<file path="config.mk">
export PLATFORM = sky130hd
export DESIGN_NAME = iu_core
export DESIGN_NICKNAME = d
export VERILOG_FILES = /design/src/rtl/iu_pkg.sv /design/src/rtl/iu_rstation.sv /design/src/rtl/iu_addcmp.sv /design/src/rtl/iu_logic.sv /design/src/rtl/iu_rotclz.sv /design/src/rtl/iu_core.sv
export SDC_FILE = /design/constraint.sdc
export NUM_CORES = 1
export LEC_CHECK = 0
export ABC_CLOCK_PERIOD_IN_PS = 6150
export BUFFER_PORTS_ARGS = -buffer_cell sky130_fd_sc_hd__buf_2
export CAP_MARGIN = 10
export CORE_MARGIN = 4
export CORE_UTILIZATION = 50
export DETAILED_ROUTE_END_ITERATION = 12
export GPL_TIMING_DRIVEN = 0
export HOLD_SLACK_MARGIN = 0.05
export PLACE_DENSITY = 0.7
export REMOVE_ABC_BUFFERS = 1
export SYNTH_ARGS = -nofsm -noshare
export SYNTH_HDL_FRONTEND = slang
export SYNTH_SLANG_ARGS = --single-unit
</file>
<file path="constraint.sdc">
create_clock -name clk -period 6.15 [get_ports clk]
set_input_delay 0 -clock clk [delete_from_list [all_inputs] [get_ports clk]]
set_output_delay 0 -clock clk [all_outputs]
set_load 0.01 [all_outputs]
</file>
<file path="src/rtl/iu_pkg.sv">
package iu_pkg;

  typedef enum logic [3:0] {
    OP_ADD  = 4'd0,
    OP_SUB  = 4'd1,
    OP_CMPS = 4'd2,
    OP_CMPU = 4'd3,
    OP_AND  = 4'd4,
    OP_OR   = 4'd5,
    OP_XOR  = 4'd6,
    OP_NOR  = 4'd7,
    OP_SLL  = 4'd8,
    OP_SRL  = 4'd9,
    OP_SRA  = 4'd10,
    OP_ROTL = 4'd11,
    OP_CLZ  = 4'd12
  } iu_op_e;

  localparam int UNIT_N   = 3;
  localparam int UNIT_ARI = 0;
  localparam int UNIT_LOG = 1;
  localparam int UNIT_ROT = 2;

  // one-hot steering of an operation code to its subunit
  function automatic logic [UNIT_N-1:0] unit_of(input iu_op_e op);
    logic [UNIT_N-1:0] sel;
    sel = '0;
    case (op)
      OP_ADD, OP_SUB, OP_CMPS, OP_CMPU:         sel[UNIT_ARI] = 1'b1;
      OP_SLL, OP_SRL, OP_SRA, OP_ROTL, OP_CLZ:  sel[UNIT_ROT] = 1'b1;
      default:                                  sel[UNIT_LOG] = 1'b1;
    endcase
    return sel;
  endfunction

endpackage

</file>
<file path="src/rtl/iu_rstation.sv">
module iu_rstation
  import iu_pkg::*;
#(
  parameter int XLEN  = 32,
  parameter int TAG_W = 4
) (
  input  logic                  clk,
  input  logic                  rst_n,
  input  logic                  load,
  input  logic                  drain,
  input  iu_op_e                ld_op,
  input  logic [TAG_W-1:0]      ld_dtag,
  input  logic [1:0]            ld_rdy,
  input  logic [1:0][XLEN-1:0]  ld_val,
  input  logic [1:0][TAG_W-1:0] ld_tag,
  input  logic                  bc_valid,
  input  logic [TAG_W-1:0]      bc_tag,
  input  logic [XLEN-1:0]       bc_data,
  output logic                  full,
  output iu_op_e                op,
  output logic [TAG_W-1:0]      dtag,
  output logic [1:0][XLEN-1:0]  opnd,
  output logic                  opnds_ready
);

  localparam int NSRC = 2;

  logic                  full_q;
  iu_op_e                op_q;
  logic [TAG_W-1:0]      dtag_q;
  logic [NSRC-1:0]       rdy_q;
  logic [1:0][XLEN-1:0]  val_q;
  logic [1:0][TAG_W-1:0] tag_q;

  always_ff @(posedge clk or negedge rst_n) begin
    if (!rst_n) begin
      full_q <= 1'b0;
      op_q   <= OP_ADD;
      dtag_q <= '0;
    end else if (load) begin
      full_q <= 1'b1;
      op_q   <= ld_op;
      dtag_q <= ld_dtag;
    end else if (drain) begin
      full_q <= 1'b0;
    end
  end

  for (genvar g = 0; g < NSRC; g++) begin : g_src
    logic hit_ld;
    logic hit_held;
    assign hit_ld   = bc_valid && (bc_tag == ld_tag[g]);
    assign hit_held = bc_valid && (bc_tag == tag_q[g]);

    always_ff @(posedge clk or negedge rst_n) begin
      if (!rst_n) begin
        rdy_q[g] <= 1'b0;
        val_q[g] <= '0;
        tag_q[g] <= '0;
      end else if (load) begin
        // a broadcast in the dispatch cycle counts for the new entry
        rdy_q[g] <= ld_rdy[g] | hit_ld;
        val_q[g] <= ld_rdy[g] ? ld_val[g] : bc_data;
        tag_q[g] <= ld_tag[g];
      end else if (full_q && !rdy_q[g] && hit_held) begin
        rdy_q[g] <= 1'b1;
        val_q[g] <= bc_data;
      end
    end
  end

  assign full        = full_q;
  assign op          = op_q;
  assign dtag        = dtag_q;
  assign opnd        = val_q;
  assign opnds_ready = full_q && (&rdy_q);

endmodule

</file>
<file path="src/rtl/iu_addcmp.sv">
module iu_addcmp
  import iu_pkg::*;
#(
  parameter int XLEN = 32
) (
  input  logic            en,
  input  iu_op_e          op,
  input  logic [XLEN-1:0] a,
  input  logic [XLEN-1:0] b,
  input  logic            so_in,
  output logic [XLEN-1:0] y,
  output logic [3:0]      cond,
  output logic            is_cond
);

  logic [XLEN-1:0] sum;
  logic [XLEN-1:0] diff;
  logic            lt_s;
  logic            lt_u;
  logic            eq;

  assign sum  = a + b;
  assign diff = a - b;
  assign eq   = (a == b);
  assign lt_s = $signed(a) < $signed(b);
  assign lt_u = a < b;

  always_comb begin
    y       = '0;
    cond    = '0;
    is_cond = 1'b0;
    if (en) begin
      case (op)
        OP_ADD: y = sum;
        OP_SUB: y = diff;
        OP_CMPS: begin
          is_cond = 1'b1;
          cond    = {lt_s, !lt_s && !eq, eq, so_in};
        end
        OP_CMPU: begin
          is_cond = 1'b1;
          cond    = {lt_u, !lt_u && !eq, eq, so_in};
        end
        default: y = '0;
      endcase
    end
  end

endmodule

</file>
<file path="src/rtl/iu_logic.sv">
module iu_logic
  import iu_pkg::*;
#(
  parameter int XLEN = 32
) (
  input  logic            en,
  input  iu_op_e          op,
  input  logic [XLEN-1:0] a,
  input  logic [XLEN-1:0] b,
  output logic [XLEN-1:0] y
);

  always_comb begin
    y = '0;
    if (en) begin
      case (op)
        OP_AND:  y = a & b;
        OP_OR:   y = a | b;
        OP_XOR:  y = a ^ b;
        OP_NOR:  y = ~(a | b);
        default: y = '0;
      endcase
    end
  end

endmodule

</file>
<file path="src/rtl/iu_rotclz.sv">
module iu_rotclz
  import iu_pkg::*;
#(
  parameter int XLEN = 32
) (
  input  logic                    en,
  input  iu_op_e                  op,
  input  logic [XLEN-1:0]         a,
  input  logic [$clog2(XLEN)-1:0] sh,
  output logic [XLEN-1:0]         y
);

  localparam int CNT_W = $clog2(XLEN) + 1;

  logic [2*XLEN-1:0] dbl;
  logic [CNT_W-1:0]  lz;

  assign dbl = {a, a} << sh;

  // highest set bit wins because it is visited last
  always_comb begin
    lz = CNT_W'(XLEN);
    for (int i = 0; i < XLEN; i++) begin
      if (a[i]) lz = CNT_W'(XLEN - 1 - i);
    end
  end

  always_comb begin
    y = '0;
    if (en) begin
      case (op)
        OP_SLL:  y = a << sh;
        OP_SRL:  y = a >> sh;
        OP_SRA:  y = $signed(a) >>> sh;
        OP_ROTL: y = dbl[2*XLEN-1:XLEN];
        OP_CLZ:  y = XLEN'(lz);
        default: y = '0;
      endcase
    end
  end

endmodule

</file>
<file path="src/rtl/iu_core.sv">
module iu_core
  import iu_pkg::*;
#(
  parameter int XLEN  = 32,
  parameter int TAG_W = 4
) (
  input  logic             clk,
  input  logic             rst_n,
  input  logic             d_valid,
  output logic             d_ready,
  input  logic [3:0]       d_op,
  input  logic [TAG_W-1:0] d_tag,
  input  logic             d_a_rdy,
  input  logic [XLEN-1:0]  d_a_val,
  input  logic [TAG_W-1:0] d_a_tag,
  input  logic             d_b_rdy,
  input  logic [XLEN-1:0]  d_b_val,
  input  logic [TAG_W-1:0] d_b_tag,
  input  logic             bc_valid,
  input  logic [TAG_W-1:0] bc_tag,
  input  logic [XLEN-1:0]  bc_data,
  input  logic             sum_ovf,
  output logic             r_valid,
  input  logic             r_ready,
  output logic [XLEN-1:0]  r_data,
  output logic [TAG_W-1:0] r_tag,
  output logic [3:0]       r_cond,
  output logic             r_is_cond
);

  localparam int SH_W = $clog2(XLEN);

  logic                  load;
  logic                  issue;
  logic                  full;
  logic                  opnds_ready;
  iu_op_e                op;
  logic [TAG_W-1:0]      dtag;
  logic [1:0][XLEN-1:0]  opnd;
  logic [UNIT_N-1:0]     unit_en;
  logic [XLEN-1:0]       y_ari;
  logic [XLEN-1:0]       y_log;
  logic [XLEN-1:0]       y_rot;
  logic [3:0]            cond_ari;
  logic                  is_cond_ari;

  assign issue   = opnds_ready && (!r_valid || r_ready);
  assign d_ready = !full || issue;
  assign load    = d_valid && d_ready;
  assign unit_en = issue ? unit_of(op) : '0;

  iu_rstation #(.XLEN(XLEN), .TAG_W(TAG_W)) u_rs (
    .clk        (clk),
    .rst_n      (rst_n),
    .load       (load),
    .drain      (issue),
    .ld_op      (iu_op_e'(d_op)),
    .ld_dtag    (d_tag),
    .ld_rdy     ({d_b_rdy, d_a_rdy}),
    .ld_val     ({d_b_val, d_a_val}),
    .ld_tag     ({d_b_tag, d_a_tag}),
    .bc_valid   (bc_valid),
    .bc_tag     (bc_tag),
    .bc_data    (bc_data),
    .full       (full),
    .op         (op),
    .dtag       (dtag),
    .opnd       (opnd),
    .opnds_ready(opnds_ready)
  );

  iu_addcmp #(.XLEN(XLEN)) u_ari (
    .en     (unit_en[UNIT_ARI]),
    .op     (op),
    .a      (opnd[0]),
    .b      (opnd[1]),
    .so_in  (sum_ovf),
    .y      (y_ari),
    .cond   (cond_ari),
    .is_cond(is_cond_ari)
  );

  iu_logic #(.XLEN(XLEN)) u_log (
    .en(unit_en[UNIT_LOG]),
    .op(op),
    .a (opnd[0]),
    .b (opnd[1]),
    .y (y_log)
  );

  iu_rotclz #(.XLEN(XLEN)) u_rot (
    .en(unit_en[UNIT_ROT]),
    .op(op),
    .a (opnd[0]),
    .sh(opnd[1][SH_W-1:0]),
    .y (y_rot)
  );

  always_ff @(posedge clk or negedge rst_n) begin
    if (!rst_n) begin
      r_valid   <= 1'b0;
      r_data    <= '0;
      r_tag     <= '0;
      r_cond    <= '0;
      r_is_cond <= 1'b0;
    end else if (issue) begin
      r_valid   <= 1'b1;
      r_data    <= y_ari | y_log | y_rot;
      r_tag     <= dtag;
      r_cond    <= cond_ari;
      r_is_cond <= is_cond_ari;
    end else if (r_ready) begin
      r_valid   <= 1'b0;
    end
  end

endmodule

</file>
==> results.py <==
metrics = {
    "status": {
        "run_status": "finished clean",
    },
    "timing": {
        "fin_crit_sh_pct": 92.3,
        "slew_headroom_pct": 6.45,
        "skew_ns": 0.0133,
        "fmax_ghz": 0.176,
        "hold_viol": 0,
        "report.final.slew_viol_count": 0,
        "holdWs_ns": 0.289,
        "tightest_slew_ns": 1.37,
        "rsz0062_at_grt": "false",
        "setup_violations": 0,
        "tns_ns": 0,
        "fin_crit_ns": 5.67,
        "setup_slack_ns": 0.477,
    },
    "floorplanning": {
        "rows": 62,
        "start_util_pct": 50.9,
        "ios": 167,
        "die_h_um": 179,
        "die_w_um": 179,
        "dieArea_mm2": 0.0321,
        "coreArea_mm2": 0.0288,
    },
    "routing": {
        "drt-vias-per-instance": 6.54,
        "drc": 0,
        "wl_um": 62600,
        "wl_per_cell_um": 25.0,
        "postRouteAntennaNets": 0,
        "drt-initial-drc-count": 2113,
        "first_pass_iters": 6,
        "vias": 16375,
    },
    "critical_path": {
        "required_ns": 6.53,
        "crit_type": "reg -> reg",
        "critPathCaptureType": "flop",
        "start_kind": "flop",
        "cp.arrival_ns": 6.05,
        "cp_max_fo": 30,
    },
    "clock_tree": {
        "cts.repair.resized": 0,
        "htreeDepth": 4,
        "cts_buffer_depth": 2,
        "cts-root-buf": "clkbuf_16",
        "postCtsSetupRepairBufs": 0,
        "cts_buffers": 17,
        "cts.sink_count": 125,
        "clk_pin_slew_ns": 0.06,
        "cts_tree": "built",
        "clkLatencyLatePin_ns": 0.46,
    },
    "synthesis": {
        "synth_compound_area_share_pct": 27.6,
        "yosysUniqueCellTypes": 81,
        "synth-simple-area-share_pct": 19.3,
        "synth_commonest_cells": "nand2_1 (297), nor2_1 (216), a21oi_1 (148), clkbuf_1 (129), o21ai_0 (126)",
        "yosysMostFrequentCell": "nand2_1",
        "synth_xor_area_share_pct": 3.47,
        "netlist.area_leader.share_pct": 21.4,
        "postSynth.asyncResetShare_pct": 100,
        "ys.flop_type": "dfrtp_1",
        "syn_area_mm2": 0.0146,
        "synth_edf_count": 0,
        "avgSynthCellArea_um2": 7.52,
        "synthTopCellsByArea": "dfrtp_1 (21%), ha_1 (8.3%), nand2_1 (7.6%), mux2i_1 (5.9%), mux4_2 (5.8%)",
        "synth_top_family_by_area": "compound AO/OA/AOI/OAI gates",
        "netlist_instances": 1947,
        "synthAdderAreaFrac_pct": 8.56,
        "seq_area_frac_synth_pct": 21.4,
        "ys_warn_count": 0,
        "yosys_register_bits": 125,
        "muxShareOfSynthArea_pct": 12.8,
        "yosys.area.top_type": "dfrtp_1",
    },
    "layout": {
        "antenna_cells": 0,
        "syn_to_final_growth_pct": 20.7,
        "layout-drive-gt1-share_pct": 13.9,
        "fin_util_pct": 61.4,
        "fill_cells": 2540,
        "fin_nets": 2331,
    },
    "global_routing": {
        "antenna_found_initial": 5,
        "grt_max_degree": 84,
        "grt_overflow": 0,
        "grt_pass1_wl_um": 93400,
        "first_global_vias": 15292,
        "track_usage_pct": 38.3,
    },
    "place": {
        "place_ws_ns": 0.857,
        "io_buffers": 166,
        "hpwlAfterDp_um": 45000,
        "gp_congestion": 0.980,
    },
    "flow_run": {
        "maxCapViolCount": 0,
    },
    "min_path": {
        "min_path_type": "in -> reg",
    },
}
==> through the flow <==
| step | instances | cell area, um2 |
|---|---|---|
| 2_1_floorplan | 1779 | 14000 |
| 3_3_place_gp | 2329 | 15300 |
| 3_5_place_dp | 2345 | 15700 |
| 4_1_cts | 2503 | 17600 |
| 5_1_grt | 2505 | 17700 |
| 6_report | 2505 | 17700 |
==> kinds of logic (layout without fill, tap and decap cells) <==
kind of cell / count (synthesis) / in the layout
DFF: 125 / 125
buffers and inverters: 261 / 435
xor gates and xnor gates: 58 / 58
adders and majority gates: 99 / 99
AOI/OAI and AO/OA: 609 / 609
and+or+nand+nor: 660 / 660
muxes: 135 / 135
==> placed cells by master, fill, tap and decap left out, types with 19 or more instances in the layout <==
cell type	synthesis	final
nand2_1	297	297
nor2_1	216	213
buf_2	17	165
a21oi_1	148	147
o21ai_0	126	126
dlygate4sd3_1	0	126
dfrtp_1	125	118
ha_1	97	97
inv_1	89	88
mux2i_1	87	87
a22oi_1	77	77
xnor2_1	42	42
mux4_2	38	38
nor3_1	26	26
a221oi_1	23	23
a211oi_1	22	22
o211ai_1	21	21
o221ai_1	21	21
nand3_1	19	19
a31oi_1	19	19
==> area by class of cell <==
type | count | area, um2 | share of cell area [%]
multi-input combinational | 1561 | 10600 | 59.8
sequential | 125 | 3140 | 17.8
timing repair buffer | 310 | 2510 | 14.2
tap | 384 | 480 | 2.72
clock buffer | 18 | 429 | 2.43
inverter | 93 | 349 | 1.98
clock inverter | 14 | 183 | 1.03
==> worst max-delay path, cell delays in order (launching register included) <==
cell       delay, ns
dfrtp_2         0.93
inv_2           0.53
ha_1            0.54
o21bai_1        0.20
a21oi_1         0.16
o21ai_0         0.74
nand4_1         0.34
a311o_1         0.44
a2111oi_0       0.96
o22ai_1         0.22
xnor2_1         0.21
a22oi_1         0.09
a31oi_1         0.21
==> path summary, 6_finish.rpt <==
path | startpoint | end | slack, ns | depth (start not counted)
min reg2reg | u_rs.dtag[0] | r_tag[0] | 0.46 | 2
max in group asynchronous | rst_n | u_rs.opnd[28] | 4.67 | 4
max reg2reg | u_rs.opnd[33] | r_data[25] | 0.48 | 12
max | u_rs.opnd[33] | r_data[25] | 0.48 | 12
min | d_tag[0] | u_rs.dtag[0] | 0.29 | 4
min in group asynchronous | rst_n | r_data[31] | 0.64 | 3
==> timing repair <==
| item | 4_1_cts | 5_1_grt |
|---|---|---|
| hold buffers | 126 | 0 |
| endpoints found under the hold margin | 210 | 0 |
| endpoints found under the setup margin | 0 | 0 |
==> flip-flops by register name, indices dropped and copies added, names as in the netlist <==
register	flops
u_rs.op	4
r_cond	4
u_rs.full	1
r_valid	1
u_rs.opnd	64
r_data	32
r_is_cond	1
u_rs.dtag	4
u_rs.tag_q	8
r_tag	4
u_rs.rdy_q	2
==> per-layer routing <==
metal / global-route usage, % / wire, um / vias to the layer above
li1: - / - / 7343
met1: 51.5 / 25600 / 7947
met2: 59.2 / 27600 / 931
met3: 9.76 / 6810 / 148
met4: 15.2 / 2540 / 6
met5: 0 / 33 / -
Power is left out: the tool's default activity adds up to more than one toggle a clock period on the data nets, which glitch-free logic cannot reach.
